### config.mk
export PLATFORM = sky130hd
export DESIGN_NAME = arith_coproc
export DESIGN_NICKNAME = d
export VERILOG_FILES = /design/src/rtl/arith_coproc_pkg.sv /design/src/rtl/arith_coproc_ctrl.sv /design/src/rtl/arith_coproc_dp.sv /design/src/rtl/arith_coproc.sv
export SDC_FILE = /design/constraint.sdc
export NUM_CORES = 1
export LEC_CHECK = 0
export BUFFER_PORTS_ARGS = -buffer_cell sky130_fd_sc_hd__buf_2
export CORE_ASPECT_RATIO = 0.8
export CORE_MARGIN = 4
export CORE_UTILIZATION = 40
export CTS_CLUSTER_SIZE = 16
export DETAILED_ROUTE_END_ITERATION = 10
export PLACE_DENSITY_LB_ADDON = 0.15
export RECOVER_POWER = 25
export SYNTH_ARGS = -nofsm -noshare
export SYNTH_HDL_FRONTEND = slang
export SYNTH_SLANG_ARGS = --single-unit
### constraint.sdc
create_clock -name clk -period 3.69 [get_ports clk]
set_input_delay 0.369 -clock clk [delete_from_list [all_inputs] [get_ports clk]]
set_output_delay 0.369 -clock clk [all_outputs]
set_load 0.03 [all_outputs]
### src/rtl/arith_coproc_pkg.sv
package arith_coproc_pkg;
  localparam int OP_W = 4;
  localparam int OM_W = 3;
  localparam int MODE_W = OP_W + OM_W;

  localparam logic [OP_W-1:0] OP_CLR   = 4'd0;
  localparam logic [OP_W-1:0] OP_LDACC = 4'd1;
  localparam logic [OP_W-1:0] OP_MULU  = 4'd2;
  localparam logic [OP_W-1:0] OP_MULS  = 4'd3;
  localparam logic [OP_W-1:0] OP_DIVU  = 4'd4;
  localparam logic [OP_W-1:0] OP_DIVS  = 4'd5;
  localparam logic [OP_W-1:0] OP_MAC   = 4'd6;
  localparam logic [OP_W-1:0] OP_FLAGS = 4'd7;

  localparam logic [OM_W-1:0] OM_HIGH = 3'd1;

  // strobes from control to datapath, at most one operation strobe per cycle
  typedef struct packed {
    logic modeWr;
    logic clrAll;
    logic ldAcc;
    logic mulU;
    logic mulS;
    logic mac;
    logic rdFlags;
    logic divInit;
    logic divAbs;
    logic divStep;
    logic divNegQ;
    logic divNegR;
    logic divFinish;
  } dpCtl_t;
endpackage

### src/rtl/arith_coproc_ctrl.sv
module arith_coproc_ctrl
  import arith_coproc_pkg::*;
#(
  parameter int W = 16
) (
  input  logic            clk,
  input  logic            rstN,
  input  logic            modeWr,
  input  logic            start,
  input  logic [OP_W-1:0] opCode,
  input  logic            sgnA,
  input  logic            sgnB,
  input  logic            dvsZero,
  output dpCtl_t          ctl,
  output logic            busy,
  output logic            done
);
  localparam int CW = $clog2(W);

  typedef enum logic [2:0] {S_IDLE, S_ABS, S_ITER, S_NEGQ, S_NEGR} state_e;

  state_e        state, stateNext;
  logic [CW-1:0] cnt;
  logic          fixQ, fixR;
  logic          accept, isDiv, sgnDiv, lastIter;

  always_comb begin
    accept    = (state == S_IDLE) && start && !modeWr;
    isDiv     = (opCode == OP_DIVU) || (opCode == OP_DIVS);
    sgnDiv    = (opCode == OP_DIVS) && !dvsZero;
    lastIter  = (cnt == CW'(W - 1));
    ctl       = '0;
    stateNext = state;
    ctl.modeWr = modeWr && (state == S_IDLE);
    case (state)
      S_IDLE: begin
        if (accept) begin
          case (opCode)
            OP_CLR:   ctl.clrAll  = 1'b1;
            OP_LDACC: ctl.ldAcc   = 1'b1;
            OP_MULU:  ctl.mulU    = 1'b1;
            OP_MULS:  ctl.mulS    = 1'b1;
            OP_MAC:   ctl.mac     = 1'b1;
            OP_FLAGS: ctl.rdFlags = 1'b1;
            OP_DIVU, OP_DIVS: begin
              ctl.divInit = 1'b1;
              stateNext   = sgnDiv ? S_ABS : S_ITER;
            end
            default: ;
          endcase
        end
      end
      S_ABS: begin
        ctl.divAbs = 1'b1;
        stateNext  = S_ITER;
      end
      S_ITER: begin
        ctl.divStep = 1'b1;
        if (lastIter) begin
          if (fixQ)      stateNext = S_NEGQ;
          else if (fixR) stateNext = S_NEGR;
          else begin
            ctl.divFinish = 1'b1;
            stateNext     = S_IDLE;
          end
        end
      end
      S_NEGQ: begin
        ctl.divNegQ = 1'b1;
        if (fixR) stateNext = S_NEGR;
        else begin
          ctl.divFinish = 1'b1;
          stateNext     = S_IDLE;
        end
      end
      S_NEGR: begin
        ctl.divNegR   = 1'b1;
        ctl.divFinish = 1'b1;
        stateNext     = S_IDLE;
      end
      default: stateNext = S_IDLE;
    endcase
  end

  always_ff @(posedge clk or negedge rstN) begin
    if (!rstN) begin
      state <= S_IDLE;
      cnt   <= '0;
      fixQ  <= 1'b0;
      fixR  <= 1'b0;
      busy  <= 1'b0;
      done  <= 1'b0;
    end else begin
      state <= stateNext;
      busy  <= (stateNext != S_IDLE);
      done  <= ctl.divFinish || (accept && !isDiv);
      if (ctl.divInit) begin
        cnt  <= '0;
        fixQ <= sgnDiv && (sgnA ^ sgnB);
        fixR <= sgnDiv && sgnA;
      end else if (ctl.divStep) begin
        cnt <= cnt + CW'(1);
      end
    end
  end


  done_idle_chk: assert property (@(posedge clk) disable iff (!rstN)
    done |-> !busy);

  div_end_chk: assert property (@(posedge clk) disable iff (!rstN)
    $fell(busy) |-> done);

  busy_entry_chk: assert property (@(posedge clk) disable iff (!rstN)
    $rose(busy) |-> ($past(start) && !$past(modeWr)));
endmodule

### src/rtl/arith_coproc_dp.sv
module arith_coproc_dp
  import arith_coproc_pkg::*;
#(
  parameter int W = 16
) (
  input  logic              clk,
  input  logic              rstN,
  input  dpCtl_t            ctl,
  input  logic [MODE_W-1:0] modeIn,
  input  logic [W-1:0]      argA,
  input  logic [W-1:0]      argB,
  output logic [W-1:0]      resOut,
  output logic [1:0]        flagOut,
  output logic [OP_W-1:0]   opCode,
  output logic              sgnA,
  output logic              sgnB,
  output logic              dvsZero
);
  localparam int RW = 2 * W;

  logic [MODE_W-1:0] modeReg;
  logic [RW-1:0]     resReg;
  logic              ovfFlag, dzFlag;
  logic [W-1:0]      remReg, quoReg, dvsReg;

  logic [RW-1:0] prodU, prodS;
  logic [RW:0]   macSum;
  logic [W:0]    shifted, trial;
  logic [W-1:0]  nRem, nQuo;

  function automatic logic [W-1:0] neg(input logic [W-1:0] v);
    return ~v + {{(W-1){1'b0}}, 1'b1};
  endfunction

  assign opCode  = modeReg[OP_W-1:0];
  assign sgnA    = argA[W-1];
  assign sgnB    = argB[W-1];
  assign dvsZero = (argB == '0);
  assign resOut  = (modeReg[MODE_W-1:OP_W] == OM_HIGH) ? resReg[RW-1:W] : resReg[W-1:0];
  assign flagOut = {dzFlag, ovfFlag};

  always_comb begin
    prodU  = {{W{1'b0}}, argA} * {{W{1'b0}}, argB};
    prodS  = $unsigned($signed({{W{argA[W-1]}}, argA}) * $signed({{W{argB[W-1]}}, argB}));
    macSum = {resReg[RW-1], resReg} + {prodS[RW-1], prodS};
    shifted = {remReg, quoReg[W-1]};
    trial   = shifted - {1'b0, dvsReg};
    nRem = remReg;
    nQuo = quoReg;
    if (ctl.divStep) begin
      nRem = trial[W] ? shifted[W-1:0] : trial[W-1:0];
      nQuo = {quoReg[W-2:0], ~trial[W]};
    end else if (ctl.divNegQ) begin
      nQuo = neg(quoReg);
    end else if (ctl.divNegR) begin
      nRem = neg(remReg);
    end
  end

  always_ff @(posedge clk or negedge rstN) begin
    if (!rstN) begin
      modeReg <= '0;
      resReg  <= '0;
      ovfFlag <= 1'b0;
      dzFlag  <= 1'b0;
      remReg  <= '0;
      quoReg  <= '0;
      dvsReg  <= '0;
    end else begin
      if (ctl.modeWr) begin
        modeReg <= modeIn;
        ovfFlag <= 1'b0;
        dzFlag  <= 1'b0;
      end
      if (ctl.clrAll) begin
        resReg  <= '0;
        ovfFlag <= 1'b0;
        dzFlag  <= 1'b0;
      end
      if (ctl.ldAcc)   resReg <= {argA, argB};
      if (ctl.mulU)    resReg <= prodU;
      if (ctl.mulS)    resReg <= prodS;
      if (ctl.rdFlags) resReg <= {{(RW-2){1'b0}}, dzFlag, ovfFlag};
      if (ctl.mac) begin
        resReg <= macSum[RW-1:0];
        if (macSum[RW] != macSum[RW-1]) ovfFlag <= 1'b1;
      end
      if (ctl.divInit) begin
        quoReg <= argA;
        dvsReg <= argB;
        remReg <= '0;
      end
      if (ctl.divAbs) begin
        if (quoReg[W-1]) quoReg <= neg(quoReg);
        if (dvsReg[W-1]) dvsReg <= neg(dvsReg);
      end
      if (ctl.divStep || ctl.divNegQ || ctl.divNegR) begin
        remReg <= nRem;
        quoReg <= nQuo;
      end
      if (ctl.divFinish) begin
        resReg <= {nRem, nQuo};
        if (dvsReg == '0) dzFlag <= 1'b1;
      end
    end
  end


  ovf_sticky_chk: assert property (@(posedge clk) disable iff (!rstN)
    (ovfFlag && !ctl.modeWr && !ctl.clrAll) |=> ovfFlag);

  res_hold_chk: assert property (@(posedge clk) disable iff (!rstN)
    ((ctl.divAbs || ctl.divStep || ctl.divNegQ) && !ctl.divFinish) |=> $stable(resReg));

  dz_quot_chk: assert property (@(posedge clk) disable iff (!rstN)
    $rose(dzFlag) |-> (resReg[W-1:0] == {W{1'b1}}));
endmodule

### src/rtl/arith_coproc.sv
module arith_coproc
  import arith_coproc_pkg::*;
#(
  parameter int W = 16
) (
  input  logic              clk,
  input  logic              rstN,
  input  logic              modeWr,
  input  logic [MODE_W-1:0] modeIn,
  input  logic              start,
  input  logic [W-1:0]      argA,
  input  logic [W-1:0]      argB,
  output logic [W-1:0]      resOut,
  output logic [1:0]        flagOut,
  output logic              busy,
  output logic              done
);
  dpCtl_t          ctl;
  logic [OP_W-1:0] opCode;
  logic            sgnA, sgnB, dvsZero;

  arith_coproc_ctrl #(.W(W)) uCtrl (
    .clk(clk), .rstN(rstN), .modeWr(modeWr), .start(start),
    .opCode(opCode), .sgnA(sgnA), .sgnB(sgnB), .dvsZero(dvsZero),
    .ctl(ctl), .busy(busy), .done(done)
  );

  arith_coproc_dp #(.W(W)) uDp (
    .clk(clk), .rstN(rstN), .ctl(ctl), .modeIn(modeIn),
    .argA(argA), .argB(argB), .resOut(resOut), .flagOut(flagOut),
    .opCode(opCode), .sgnA(sgnA), .sgnB(sgnB), .dvsZero(dvsZero)
  );
endmodule

---- Word-level counts from Yosys, hierarchy flattened ----
Cells that the tools add are included.
word-level totals
  register bits after elaboration ......... 100
  latch bits .............................. 0
  RAM bits ................................ 0
  bits in read-only memories .............. 0
  input port bits ......................... 43
  output and inout port bits .............. 20
  word-level logic and storage cells ...... 120
  memories ................................ 0
cells by class
  $add $sub $neg .......................... 6
  multiply operators ...................... 2
  divide/modulo/power cells ............... 0
  order comparisons ....................... 0
  equal/unequal tests ..................... 14
  shifts and indexed selects .............. 0
  muxes and demuxes ....................... 57
  bitwise logic cells ..................... 5
  reduce and logical (&&, ||, !) cells .... 23
operator list
  kind                                                              count
  16-bit 2-to-1 mux                                                 16
  32-bit 2-to-1 mux                                                 7
  16-bit by 16-bit multiplier with 32-bit output                    2
  16-bit by 1-bit adder with 16-bit output (second input constant)  3
  16-bit NOT                                                        3
  32-bit by 32-bit adder with 33-bit output                         1
  16-bit zero test                                                  2
  1-bit 2-to-1 mux                                                  22
  17-bit by 16-bit subtractor with 17-bit output                    1
  4-bit by 3-bit == test with 1-bit output (second input constant)  4
  3-bit 2-to-1 mux                                                  5
  7-bit 2-to-1 mux                                                  2
  3-bit one-hot mux with 4 select lines                             1
  4-bit by 2-bit == test with 1-bit output (second input constant)  2
  4-bit 2-to-1 mux                                                  2
  1-bit logical AND                                                 7
  7-bit nonzero test                                                1
  3-bit by 1-bit == test with 1-bit output (second input constant)  2
  3-bit by 2-bit == test with 1-bit output (second input constant)  2
  4-bit by 1-bit adder with 4-bit output (second input constant)    1
  4-bit by 1-bit == test with 1-bit output (second input constant)  1
  4-bit == test (second input constant)                             1
  4-bit zero test                                                   1
  1-bit logical OR                                                  4
  11 further kinds                                                  14

---- Longest topological paths before layout ----
  depth in word-level cells ............... 12
  mapped depth ............................ 35
  mapped depth without buffers ............ 33

---- Cells and area by module ----
Synthesis repeated with hierarchy kept, for this count alone.
second synthesis, totals
  cell total of the unflattened synthesis .. 2,920
  area, all modules ....................... 24,713.7 um^2
by module, submodules not included
  module             instances  cells an instance  area an instance (um^2)  seq. area each (um^2)
  arith_coproc_dp    1          2,847              24,039.3                 2,227.1
  arith_coproc_ctrl  1          73                 674.4                    275.3

---- Least setup slack after synthesis ----
No wires, ideal clock.
  path type ............................... input -> register
  start point ............................. input port argB[1]
  end point ............................... register uDp.resReg[30]
  setup time .............................. 139 ps
  data arrival time ....................... 7,639 ps
  required time ........................... 3,551 ps
  path slack .............................. -4,088 ps
  stages on the path ...................... 30
  path buffers ............................ 2
  cell sequence ........................... clkbuf_1 clkbuf_1 nand2_1 fa_1 fa_1 fa_1 fa_1 inv_1 fa_1 inv_1 fa_1 inv_1 ha_1 inv_1 o21bai_1 a211o_1 o211ai_1 nand3b_1 a21o_1 a21oi_1 xnor2_1 ha_1 nand4_1 a2111oi_0 o311a_1 o211ai_1 a21oi_1 nand2_1 mux2i_1 or4_1
between the ends
  cells in the longest elaborated chain, start to end .. 6
  elaborated cells on any way between the ends .. 8
  classes of those cells .................. add/sub: 1; mul: 2; mux: 5
ends and longest elaborated chain
  element                                                                                            RTL line                source
  start: declaration                                                                                 arith_coproc.sv:12      input logic [W-1:0] argB,
  parallel branches: the longest is 4 deep, another holds 32-bit by 32-bit adder with 33-bit output  n/a
  32-bit 2-to-1 mux *                                                                                arith_coproc_dp.sv:84   if (ctl.mac) begin
  32-bit 2-to-1 mux *                                                                                arith_coproc_dp.sv:101  if (ctl.divFinish) begin
  end signal: assignment                                                                             arith_coproc_dp.sv:82   if (ctl.mulS) resReg <= prodS;
  end signal: assignment                                                                             arith_coproc_dp.sv:83   if (ctl.rdFlags) resReg <= {{(RW-2){1'b0}}, dzFlag, ovfFlag};
  end signal: assignment                                                                             arith_coproc_dp.sv:85   resReg <= macSum[RW-1:0];
  end: declaration                                                                                   arith_coproc_dp.sv:22   logic [RW-1:0] resReg;
Every way passes the cells marked *.
A chain may end at the register's enable or synchronous reset.

---- Worst setup path in the final report ----
  start point ............................. input port argA[7]
  end point ............................... register uDp.resReg[30]
between the ends
  cells in the longest elaborated chain, start to end .. 6
  elaborated cells on any way between the ends .. 8
  classes of those cells .................. add/sub: 1; mul: 2; mux: 5
ends and longest elaborated chain
  element                                                                                            RTL line                source
  start: declaration                                                                                 arith_coproc.sv:11      input logic [W-1:0] argA,
  parallel branches: the longest is 4 deep, another holds 32-bit by 32-bit adder with 33-bit output  n/a
  32-bit 2-to-1 mux *                                                                                arith_coproc_dp.sv:84
  32-bit 2-to-1 mux *                                                                                arith_coproc_dp.sv:101
Marked as above.

==> flow_metrics.env <==
export IMPL_status="finished, violations left"
export IMPL_failed_checks="capacitance limit, slew limit, setup timing"
export IMPL_critPathKind="in2reg"
export IMPL_dpl_hpwl_um=71830
export IMPL_first_pass_iters=8
export IMPL_clkLatencyLatePin_ns=0.37
export IMPL_synthToLayoutAreaGrowth_pct=31.99
export IMPL_cts_buffer_depth=2
export IMPL_worstPathRequired_ns=3.92
export IMPL_r2r_start="uDp.resReg[0]$_DFFE_PN0P_"
export IMPL_cap_violations=1
export IMPL_crit_buf_inv=7
export IMPL_skew_ns=0.01540
export IMPL_finalCriticalPeriod_ns=7.261
export IMPL_grt_pass1_wl_um=135700
export IMPL_drt_iter0_drc=1842
export IMPL_routed_wl_um=86520
export IMPL_ant_nets=0
export IMPL_setup_viol=29
export IMPL_final_nets=3889
export IMPL_io_buffers=62
export IMPL_syn_avg_cell_area_sq_um=8.554
export IMPL_grt_pass1_vias=23151
export IMPL_holdPathStages=3
export IMPL_crit_fanout=4
export IMPL_crit_slowest_cell="fa_2"
export IMPL_cts_sinks=100
export IMPL_fmax_mhz=137.7
export IMPL_syn_num_nets=3366
export IMPL_timing_final_max_slew_violations=43
export IMPL_synth_area_sq_mm=0.02351
export IMPL_path_clk_slew_ns=0.07
export IMPL_grt_overflow=0
export IMPL_die_w_um=279.0
export IMPL_cts_tree="built"
export IMPL_max_stage_delay_ns=0.56
export IMPL_pre_cts_ws_ns=-4.208
export IMPL_num_vias=21881
export IMPL_synth_edf_count=0
export IMPL_via_per_inst=5.405
export IMPL_die_height_um=224.8
export IMPL_cpMostUsedCell="fa_1"
export IMPL_num_rows=79
export IMPL_die_area_sq_mm=0.06274
export IMPL_cp_start_kind="primary input"
export IMPL_rsz0062_at_grt="yes"
export IMPL_r2r_end="uDp.resReg[30]$_DFFE_PN0P_"
export IMPL_gp_congestion=0.9513
export IMPL_hp_start="modeIn[1]"
export IMPL_ys_flop_type="dfrtp_1"
export IMPL_grt_use_total=0.2801
export IMPL_syn_inst=2748
export IMPL_seq_area_frac_synth=0.1065
export IMPL_htreeDepth=3
export IMPL_drc=0
export IMPL_reg2regPathDepth=13
export IMPL_drive_gt1_frac=0.2839
export IMPL_synth_seq_cells=100
export IMPL_arrival_ns=7.49
export IMPL_hold_path_end="uDp.modeReg[1]$_DFFE_PN0P_"
export IMPL_synth_distinct_cells=84
export IMPL_r2r_slack_ns=0.16
export IMPL_ios=63
export IMPL_tightest_slew_ns=2.439
export IMPL_cts_buffers=9
export IMPL_antenna_found_initial=5
export IMPL_max_slew_margin=-0.6257
export IMPL_min_path_type="in2reg"
export IMPL_critPathTopFamily="adder cells"
export IMPL_hold_violations=0
export IMPL_wl_per_cell_um=21.37
export IMPL_layout_setup_ws_ns=-3.571
export IMPL_synth_async_reset_ratio=1.000
export IMPL_fin_crit_sh=1.968
export IMPL_cts_root_buf="clkbuf_16"
export IMPL_critPathLaunch="argA[7]"
export IMPL_yosys_warnings=0
export IMPL_start_util=0.4045
export IMPL_grt_max_degree=60
export IMPL_end_kind="register"
export IMPL_coreArea_sq_mm=0.05812
==> area by class of cell <==
class	count	area (sq um)
fillers	5376	27090
multi-input cells	1995	19920
repair buffers	651	5373
flip-flops and latches	100	2502
inverters	514	1933
well taps	769	962.2
clock buffers	11	232.7
clock inverters	5	100.1
diodes	3	7.507
==> cell usage after synthesis (6+ instances only) <==
master	n	area, sq um
mux2i_1	21	210.2
a21o_1	46	345.3
a211o_1	6	52.55
o211ai_1	16	120.1
nand2_1	241	904.6
and3_1	12	75.07
xor2_1	42	367.9
xnor2_1	70	613.1
mux2_2	27	304.0
and2_1	135	844.6
nor3_1	31	155.2
nand3_1	61	305.3
a22oi_1	13	97.59
dfrtp_1	100	2502
nor4_1	8	50.05
fa_1	368	7367
o22ai_1	12	75.07
nand2b_1	21	131.4
o21ai_0	128	640.6
nor3b_1	6	45.04
a31oi_1	22	137.6
o21a_1	10	75.07
o221a_2	8	90.09
a211oi_1	18	135.1
a222oi_1	6	60.06
nor2b_1	8	50.05
a221oi_1	16	140.1
clkbuf_1	128	480.5
o21bai_1	17	127.6
inv_1	514	1929
nand4_1	10	62.56
or3_1	24	150.1
o221ai_1	20	175.2
a221o_1	7	70.07
a21oi_1	150	750.7
nor2_1	121	454.2
ha_1	207	2590
==> what timing repair did <==
| action | in CTS | in global routing |
|---|---|---|
| pin swaps | 128 | 69 |
| buffers inserted | 57 | 10 |
| hold buffers | 0 | 0 |
| gates cloned | 1 | 0 |
| endpoints found under the hold margin | 0 | 0 |
| gates resized for setup | 255 | 75 |
| endpoints found under the setup margin | 30 | 40 |
==> per-stage QoR <==
stage,std cells,hold WS [ns],utilization,TNS (ns),cell area [sq um]
after floorplan,2748,0.07341,-,-69.23,24160
after detailed placement,3971,0.4217,0.4945,-92.42,28740
final,4048,0.2075,0.5339,-75.24,31030
after global placement,3971,0.4151,0.4945,-91.21,28740
after CTS,4040,0.02714,0.5273,-73.95,30650
after global routing,4045,0.2049,0.5337,-81.34,31020
==> cells by family (layout without fill, tap and decap cells) <==
family                     count (synthesis)  after routing  share of synthesized area
AOI/OAI and AO/OA                        557            557                     0.1547
and+or+nand+nor                          702            702                     0.1457
DFF                                      100            100                     0.1065
other                                      0              3                          0
buffers and inverters                    653           1181                     0.1053
xor gates and xnor gates                 113            113                    0.04242
muxes                                     48             48                    0.02188
adders and majority gates                575            575                     0.4236
==> sequential cells by signal, summed over array words and instances, names as in the netlist <==
name         cells
uCtrl.done       1
uDp.modeReg      7
uDp.ovfFlag      1
uDp.resReg      32
uDp.dvsReg      16
uCtrl.cnt        4
uDp.dzFlag       1
uCtrl.fixQ       1
uCtrl.state      3
uCtrl.fixR       1
uCtrl.busy       1
uDp.quoReg      16
uDp.remReg      16
==> cells in the final DEF, fill, tap and decap left out, types with 53 or more instances in the layout <==
| cell | count |
|---|---|
| a21oi_1 | 116 |
| and2_1 | 119 |
| buf_4 | 533 |
| buf_6 | 53 |
| dfrtp_1 | 100 |
| fa_1 | 356 |
| ha_1 | 171 |
| inv_1 | 496 |
| nand2_1 | 235 |
| nand3_1 | 58 |
| nor2_1 | 110 |
| o21ai_0 | 94 |
| xnor2_1 | 57 |
==> tightest hold or removal path, cell delays in order <==
cell	delay (ns)
buf_2	0.07
nand2_1	0.04
o21ai_0	0.06
==> worst max-delay path by stage <==
stage | to | slack, ns | depth (start not counted)
floorplan | uDp.resReg[27]$_DFFE_PN0P_ | -3.51 | 30
global placement | uDp.resReg[31]$_DFFE_PN0P_ | -4.18 | 31
detailed placement | uDp.resReg[31]$_DFFE_PN0P_ | -4.21 | 30
CTS | uDp.resReg[30]$_DFFE_PN0P_ | -3.58 | 32
global route | uDp.resReg[29]$_DFFE_PN0P_ | -3.85 | 35
finish | uDp.resReg[30]$_DFFE_PN0P_ | -3.57 | 32
==> layer usage <==
layer / track usage / vias up / share of wire
met4: 0.07486 / 6 / 0.032
met3: 0.05365 / 151 / 0.081
li1: - / 10000 / -
met1: 0.4035 / 10963 / 0.45
met5: 0 / - / 0.00051
met2: 0.4350 / 761 / 0.44
Power is not shown: default switching activity piles up to over one toggle a cycle in this logic, so the estimate is an artifact.
